<file path="config.mk">
export PLATFORM = sky130hd
export DESIGN_NAME = ws_sched
export DESIGN_NICKNAME = d
export VERILOG_FILES = /design/src/rtl/ws_pkg.sv /design/src/rtl/ws_occupancy.sv /design/src/rtl/ws_rr_arb.sv /design/src/rtl/ws_warp_ctx.sv /design/src/rtl/ws_sched.sv
export SDC_FILE = /design/constraint.sdc
export NUM_CORES = 2
export LEC_CHECK = 0
export ABC_CLOCK_PERIOD_IN_PS = 23800
export CORE_MARGIN = 2
export CORE_UTILIZATION = 40
export CTS_BUF_LIST = sky130_fd_sc_hd__clkbuf_8
export CTS_CLUSTER_DIAMETER = 200
export CTS_CLUSTER_SIZE = 16
export DETAILED_ROUTE_END_ITERATION = 10
export DONT_BUFFER_PORTS = 1
export GPL_TIMING_DRIVEN = 0
export PLACE_DENSITY = 0.53
export SLEW_MARGIN = 5
export SYNTH_ARGS = -nofsm -noshare
export SYNTH_HDL_FRONTEND = slang
export SYNTH_SLANG_ARGS = --single-unit
</file>
<file path="constraint.sdc">
create_clock -name clk -period 23.8 [get_ports clk]
set_input_delay 5.95 -clock clk [delete_from_list [all_inputs] [get_ports clk]]
set_output_delay 5.95 -clock clk [all_outputs]
set_load 0.05 [all_outputs]
</file>
<file path="src/rtl/ws_pkg.sv">
package ws_pkg;

    localparam int WS_LANES = 32;

    typedef logic [WS_LANES-1:0] lane_mask_t;

    typedef enum logic [1:0] {
        OP_ALU  = 2'd0,
        OP_LDST = 2'd1,
        OP_BRA  = 2'd2,
        OP_EXIT = 2'd3
    } op_e;

    // lanes covered by one narrow load/store turn
    function automatic lane_mask_t lane_slice(input int unsigned turn, input int unsigned width);
        lane_mask_t m;
        for (int i = 0; i < WS_LANES; i++) begin
            m[i] = (i >= int'(turn * width)) && (i < int'((turn + 1) * width));
        end
        return m;
    endfunction

endpackage

</file>
<file path="src/rtl/ws_occupancy.sv">
module ws_occupancy
    import ws_pkg::*;
#(
    parameter int NW      = 4,
    parameter int RF_REGS = 4096,
    parameter int RPT_W   = 8
) (
    input  logic [RPT_W-1:0] regs_per_thread,
    output logic [NW-1:0]    resident
);
    logic [31:0] per_warp;

    always_comb begin
        per_warp = 32'(regs_per_thread) * 32'(WS_LANES);
        for (int k = 0; k < NW; k++) begin
            resident[k] = (regs_per_thread == '0) ||
                          ((32'(k + 1) * per_warp) <= 32'(RF_REGS));
        end
    end
endmodule

</file>
<file path="src/rtl/ws_rr_arb.sv">
module ws_rr_arb #(
    parameter int N  = 4,
    parameter int IW = (N > 1) ? $clog2(N) : 1
) (
    input  logic [N-1:0]  req,
    input  logic [IW-1:0] last,
    output logic [IW-1:0] gnt,
    output logic          any
);
    always_comb begin
        automatic int idx;
        gnt = '0;
        any = 1'b0;
        for (int o = 1; o <= N; o++) begin
            idx = (int'(last) + o) % N;
            if (!any && req[idx]) begin
                any = 1'b1;
                gnt = IW'(idx);
            end
        end
    end
endmodule

</file>
<file path="src/rtl/ws_warp_ctx.sv">
module ws_warp_ctx
    import ws_pkg::*;
#(
    parameter int PCW   = 6,
    parameter int DEPTH = 4
) (
    input  logic           clk,
    input  logic           rst,
    input  logic           issue,
    input  logic           final_turn,
    input  op_e            op,
    input  lane_mask_t     taken,
    input  logic [PCW-1:0] tgt,
    input  logic [PCW-1:0] rcv,
    input  logic           mem_done,
    output logic [PCW-1:0] pc,
    output lane_mask_t     mask,
    output logic           pend,
    output logic           done
);
    localparam int AW = (DEPTH > 1) ? $clog2(DEPTH) : 1;
    localparam int SW = $clog2(DEPTH + 1);

    logic [PCW-1:0] stk_rpc  [DEPTH];
    logic [PCW-1:0] stk_npc  [DEPTH];
    lane_mask_t     stk_mask [DEPTH];
    logic [SW-1:0]  sp;

    logic [PCW-1:0] pc_inc;
    logic [AW-1:0]  top_i, nxt_i, nxt2_i;
    logic           pop_hit;
    lane_mask_t     t_lanes, e_lanes;

    always_comb begin
        pc_inc  = pc + 1'b1;
        top_i   = AW'(sp - 1'b1);
        nxt_i   = AW'(sp);
        nxt2_i  = AW'(sp + 1'b1);
        pop_hit = (sp != '0) && (pc_inc == stk_rpc[top_i]);
        t_lanes = mask & taken;
        e_lanes = mask & ~taken;
    end

    always_ff @(posedge clk) begin
        if (rst) begin
            pc   <= '0;
            mask <= '1;
            sp   <= '0;
            pend <= 1'b0;
            done <= 1'b0;
            for (int i = 0; i < DEPTH; i++) begin
                stk_rpc[i]  <= '0;
                stk_npc[i]  <= '0;
                stk_mask[i] <= '0;
            end
        end else begin
            if (mem_done) pend <= 1'b0;
            if (issue) begin
                case (op)
                    OP_ALU, OP_LDST: begin
                        if (op == OP_ALU || final_turn) begin
                            if (pop_hit) begin
                                pc   <= stk_npc[top_i];
                                mask <= stk_mask[top_i];
                                sp   <= sp - 1'b1;
                            end else begin
                                pc <= pc_inc;
                            end
                            if (op == OP_LDST) pend <= 1'b1;
                        end
                    end
                    OP_BRA: begin
                        if (t_lanes == '0) begin
                            pc <= tgt;
                        end else if (e_lanes == '0) begin
                            stk_rpc[nxt_i]  <= tgt;
                            stk_npc[nxt_i]  <= rcv;
                            stk_mask[nxt_i] <= mask;
                            sp <= sp + 1'b1;
                            pc <= pc_inc;
                        end else begin
                            stk_rpc[nxt_i]   <= rcv;
                            stk_npc[nxt_i]   <= rcv;
                            stk_mask[nxt_i]  <= mask;
                            stk_rpc[nxt2_i]  <= tgt;
                            stk_npc[nxt2_i]  <= tgt;
                            stk_mask[nxt2_i] <= e_lanes;
                            sp   <= sp + 2'd2;
                            mask <= t_lanes;
                            pc   <= pc_inc;
                        end
                    end
                    default: done <= 1'b1;
                endcase
            end
        end
    end
endmodule

</file>
<file path="src/rtl/ws_sched.sv">
module ws_sched
    import ws_pkg::*;
#(
    parameter int NW        = 4,
    parameter int PCW       = 6,
    parameter int RF_REGS   = 4096,
    parameter int LSU_LANES = 8,
    parameter int STK_DEPTH = 4,
    parameter int RPT_W     = 8
) (
    input  logic                   clk,
    input  logic                   rst,
    input  logic [RPT_W-1:0]       regs_per_thread,
    input  logic                   alu_ready,
    input  logic                   lsu_ready,
    input  logic [NW-1:0]          mem_done,
    input  logic [NW*2-1:0]        inst_op,
    input  logic [NW*WS_LANES-1:0] inst_taken,
    input  logic [NW*PCW-1:0]      inst_tgt,
    input  logic [NW*PCW-1:0]      inst_rcv,
    output logic [NW*PCW-1:0]      fetch_pc,
    output logic                   issue_valid,
    output logic [((NW > 1) ? $clog2(NW) : 1)-1:0] issue_warp,
    output logic [1:0]             issue_op,
    output logic [WS_LANES-1:0]    issue_mask,
    output logic [PCW-1:0]         issue_pc
);
    localparam int WIW   = (NW > 1) ? $clog2(NW) : 1;
    localparam int TURNS = WS_LANES / LSU_LANES;
    localparam int TW    = (TURNS > 1) ? $clog2(TURNS) : 1;

    logic [PCW-1:0] pc_arr   [NW];
    lane_mask_t     mask_arr [NW];
    op_e            op_arr   [NW];
    logic [NW-1:0]  pend_vec, done_vec, resident, elig;

    logic [WIW-1:0] last_q, lock_w, gnt;
    logic           lock_q, any_req, final_turn;
    logic [TW-1:0]  turn_q;

    ws_occupancy #(.NW(NW), .RF_REGS(RF_REGS), .RPT_W(RPT_W)) occ_i (
        .regs_per_thread(regs_per_thread),
        .resident       (resident)
    );

    ws_rr_arb #(.N(NW), .IW(WIW)) arb_i (
        .req (elig),
        .last(last_q),
        .gnt (gnt),
        .any (any_req)
    );

    for (genvar w = 0; w < NW; w++) begin : g_warp
        always_comb begin
            op_arr[w] = op_e'(inst_op[w*2 +: 2]);
            elig[w]   = resident[w] && !done_vec[w] && !pend_vec[w] &&
                        ((op_arr[w] == OP_LDST) ? lsu_ready : alu_ready);
            fetch_pc[w*PCW +: PCW] = pc_arr[w];
        end

        ws_warp_ctx #(.PCW(PCW), .DEPTH(STK_DEPTH)) ctx_i (
            .clk       (clk),
            .rst       (rst),
            .issue     (issue_valid && (issue_warp == WIW'(w))),
            .final_turn(final_turn),
            .op        (op_e'(issue_op)),
            .taken     (inst_taken[w*WS_LANES +: WS_LANES]),
            .tgt       (inst_tgt[w*PCW +: PCW]),
            .rcv       (inst_rcv[w*PCW +: PCW]),
            .mem_done  (mem_done[w]),
            .pc        (pc_arr[w]),
            .mask      (mask_arr[w]),
            .pend      (pend_vec[w]),
            .done      (done_vec[w])
        );
    end

    always_comb begin
        if (lock_q) begin
            issue_valid = lsu_ready;
            issue_warp  = lock_w;
            issue_op    = OP_LDST;
            issue_mask  = mask_arr[lock_w] & lane_slice(int'(turn_q), LSU_LANES);
            final_turn  = (turn_q == TW'(TURNS - 1));
        end else begin
            issue_valid = any_req;
            issue_warp  = gnt;
            issue_op    = op_arr[gnt];
            issue_mask  = (op_arr[gnt] == OP_LDST) ?
                          (mask_arr[gnt] & lane_slice(0, LSU_LANES)) : mask_arr[gnt];
            final_turn  = (TURNS == 1);
        end
        issue_pc = pc_arr[issue_warp];
    end

    always_ff @(posedge clk) begin
        if (rst) begin
            lock_q <= 1'b0;
            lock_w <= '0;
            turn_q <= '0;
            last_q <= WIW'(NW - 1);
        end else if (issue_valid) begin
            if (lock_q) begin
                if (final_turn) begin
                    lock_q <= 1'b0;
                    turn_q <= '0;
                end else begin
                    turn_q <= turn_q + 1'b1;
                end
            end else begin
                last_q <= gnt;
                if ((issue_op == OP_LDST) && (TURNS > 1)) begin
                    lock_q <= 1'b1;
                    lock_w <= gnt;
                    turn_q <= TW'(1);
                end
            end
        end
    end
endmodule

</file>
==> flow_summary.toml <==
[timing]
fmax_ghz = 0.0559
finalCritPeriodShare_pct = 75.2
setup_viol = 0
hold_viol = 0
worst_slack_ps = 5900
worstMarginPinSlew_ps = 1430
final.setup.tns_ps = 0
final_max_slew_viol_count = 0
slew_headroom_pct = 3.76
fin_crit_ps = 17900
skew_ps = 42.4
rsz0062_at_grt = "no"

[critical_path]
crit_required_ps = 17850
startpoint_type = "input pin"
worst_r2r_endpoint = "g_warp[1].ctx_i.mask[12]$_SDFFE_PP1P_"
path_class = "in2out"
cp-end-kind = "primary output"
rr_startpoint = "g_warp[1].ctx_i.sp[0]$_SDFFE_PP0P_"
reg2reg_depth = 16
crit_fanout = 10
ff2ff_setup_slack_ps = 16610
cp.arrival_ps = 11950

[yosys]
ys_types = 87
synth.yosys.seq_area_share_pct = 50.7
synth_top_family_by_area = "compound AO/OA/AOI/OAI gates"
avgSynthCellArea_um2 = 10.9
ys.flop_type = "edfxtp_1"
synth_mux_area_share_pct = 11.6
synth_area_mm2 = 0.0488
synth_nets = 4733
synth_warnings = 0
synth-simple-area-share_pct = 12.1
synth_seq_cells = 883
synthAdderAreaFrac_pct = 1.30
synth_xor_area_share_pct = 0.736
synth_edf_count = 704
async_flop_share_pct = 0
syn_inst = 4484
synth_compound_area_share_pct = 18.8

[drt]
post_drt_wl_per_cell_um = 34.0
route.detailed.drc = 0
vias = 41300
drtIter0Drc = 5758
ant_nets = 0
wl_mm = 214
dr.pass1.iters = 7
vias_per_cell = 6.56

[cts]
cts_tree = "built"
cts_htree_levels = 2
root_buffer = "clkbuf_8"
path_clk_slew_ps = 130
ctsResizeCount = 0
cts_buffer_depth = 3
cts_setup_buffers = 0
clkLatencyLatePin_ps = 860
numCtsBuffers = 61
cts_hold_buf = 0
cts_sinks = 883

[floorplan]
io_pins = 267
dieArea_mm2 = 0.125
die_w_um = 353
rows = 128
fp.coreArea_mm2 = 0.121
initial_core_util_pct = 40.2
dieHeight_um = 353

[global_route]
antenna_found_initial = 15
grt_overflow_total = 0
first_global_vias = 39700
grt_pass1_wl_mm = 301
grt_use_total_pct = 33.3
grt_max_degree = 24

[layout]
multiInputGateArea_mm2 = 0.0220
layout_common_cells = "704 x edfxtp_1, 385 x o21ai_0, 356 x nor2_1, 307 x and3_1, 291 x nand2_1"
regArea_mm2 = 0.0247
nNetsFinal = 4851
drive_gt1_share_pct = 10.0
fin_util_pct = 43.7
fillers = 11800
syn_to_final_growth_pct = 8.73
final_common_cell = "edfxtp_1"

[job]
drv_cap = 0

[outcome]
outcome = "finished clean"

[pwr]
leakagePower_nw = 19.6
ir_drop_uv = 45.0
power_density_mw_per_mm2 = 62.9

[placement]
io_buffers = 0
pre_cts_ws_ps = 6380
globalplace.congestion = 0.999
dp_hpwl_mm = 158

[hold_path]
hold_start = "g_warp[2].ctx_i.done$_SDFFE_PP0P_"
hold_path_class = "reg2reg"
hold_path_depth = 2
holdPathEnd = "g_warp[2].ctx_i.done$_SDFFE_PP0P_"
layout make-up:
cell class,count,share of cell area [%]
tap,1625,3.83
sequential,883,46.6
clock inverter,52,0.399
timing repair buffer,55,1.60
multi-input combinational,3016,41.6
antenna,11,0.0519
inverter,171,1.21
buffer,414,3.08
clock buffer,63,1.64
where the power goes:
group	total, W	switching [W]	internal (W)
clock	0.000798	0.000550	0.000248
combinational	0.000733	0.000529	0.000204
sequential	0.00181	0.0000684	0.00174
logic make-up after synthesis:
family                     after synthesis
AOI/OAI and AO/OA                     1399
and+or+nand+nor                       1222
DFF                                    883
buffers and inverters                  585
muxes                                  304
adders and majority gates               50
xor gates and xnor gates                41
worst max-delay path, cell delays in order:
cell	delay, ps
inv_1	50
fa_1	460
nand2b_1	230
a21oi_1	160
mux2_2	350
a311oi_1	1000
nor4_1	230
a21boi_0	400
clkbuf_1	550
and3_1	260
a31oi_1	50
o21ai_1	810
clkbuf_1	710
o21ai_1	710
worst max-delay path by stage:
stage	start	end	slack, ps	cells past startpoint
floorplan	regs_per_thread[1]	issue_pc[0]	7870	12
global placement	regs_per_thread[1]	g_warp[1].ctx_i.stk_mask[3][13]$_DFFE_PP_	2540	12
detailed placement	regs_per_thread[1]	issue_mask[24]	6380	14
CTS	regs_per_thread[1]	issue_mask[24]	6360	14
global route	regs_per_thread[1]	issue_mask[21]	5800	14
finish	regs_per_thread[1]	issue_mask[21]	5900	14
metal layers:
metal	share of wire, %	track usage [%]
met1	38	43.2
met2	45	51.4
met3	12	10.8
met4	4.5	13.4
met5	0.020	0
sequential cells by signal, indices dropped and copies added, names as in the netlist:
signal and count:
g_warp.ctx_i.stk_mask 512, g_warp.ctx_i.pc 24, g_warp.ctx_i.pend 4, g_warp.ctx_i.stk_npc 96, g_warp.ctx_i.done 4, turn_q 2, last_q 2, lock_w 2
g_warp.ctx_i.sp 12, g_warp.ctx_i.stk_rpc 96, g_warp.ctx_i.mask 128, lock_q 1
metrics by stage:
step / total power [W] / hold slack (ps) / area (µm²) / instances
after global routing: 0.00342 / 539 / 53000 / 6281
after detailed placement: 0.00254 / 469 / 51900 / 6164
final: 0.00334 / 499 / 53000 / 6290
after floorplan: 0.00225 / 438 / 48800 / 4484
after CTS: 0.00331 / 499 / 52900 / 6279
after global placement: 0.00252 / 457 / 50800 / 6109
Yosys cell counts, types with 9 or more instances:
master	n	area share, %
a221oi_1	14	0.25
ha_1	48	1.2
nor2_1	356	2.7
nor4_1	20	0.26
nand2b_1	14	0.18
and3_1	307	3.9
nor3_1	22	0.23
o22ai_1	59	0.76
and2_1	13	0.17
nand2_1	291	2.2
a21boi_0	18	0.28
a211o_1	91	1.6
nor2b_1	18	0.23
a311o_1	31	0.64
nand3_1	132	1.4
o211ai_1	13	0.20
a21oi_1	254	2.6
a211oi_1	93	1.4
mux4_2	210	9.7
o21a_1	132	2.0
inv_1	169	1.3
edfxtp_1	704	43
mux2i_1	87	1.8
o21ai_1	9	0.092
nand4_1	11	0.14
buf_1	72	0.55
xnor2_1	26	0.47
buf_2	57	0.59
o21ai_0	433	4.4
clkbuf_1	284	2.2
dfxtp_1	179	7.3
a22oi_1	123	1.9
xor2_1	15	0.27
a31oi_1	11	0.14
a32o_1	18	0.37
a22o_1	29	0.52
Note: power is estimated with default switching activity, not from simulation.
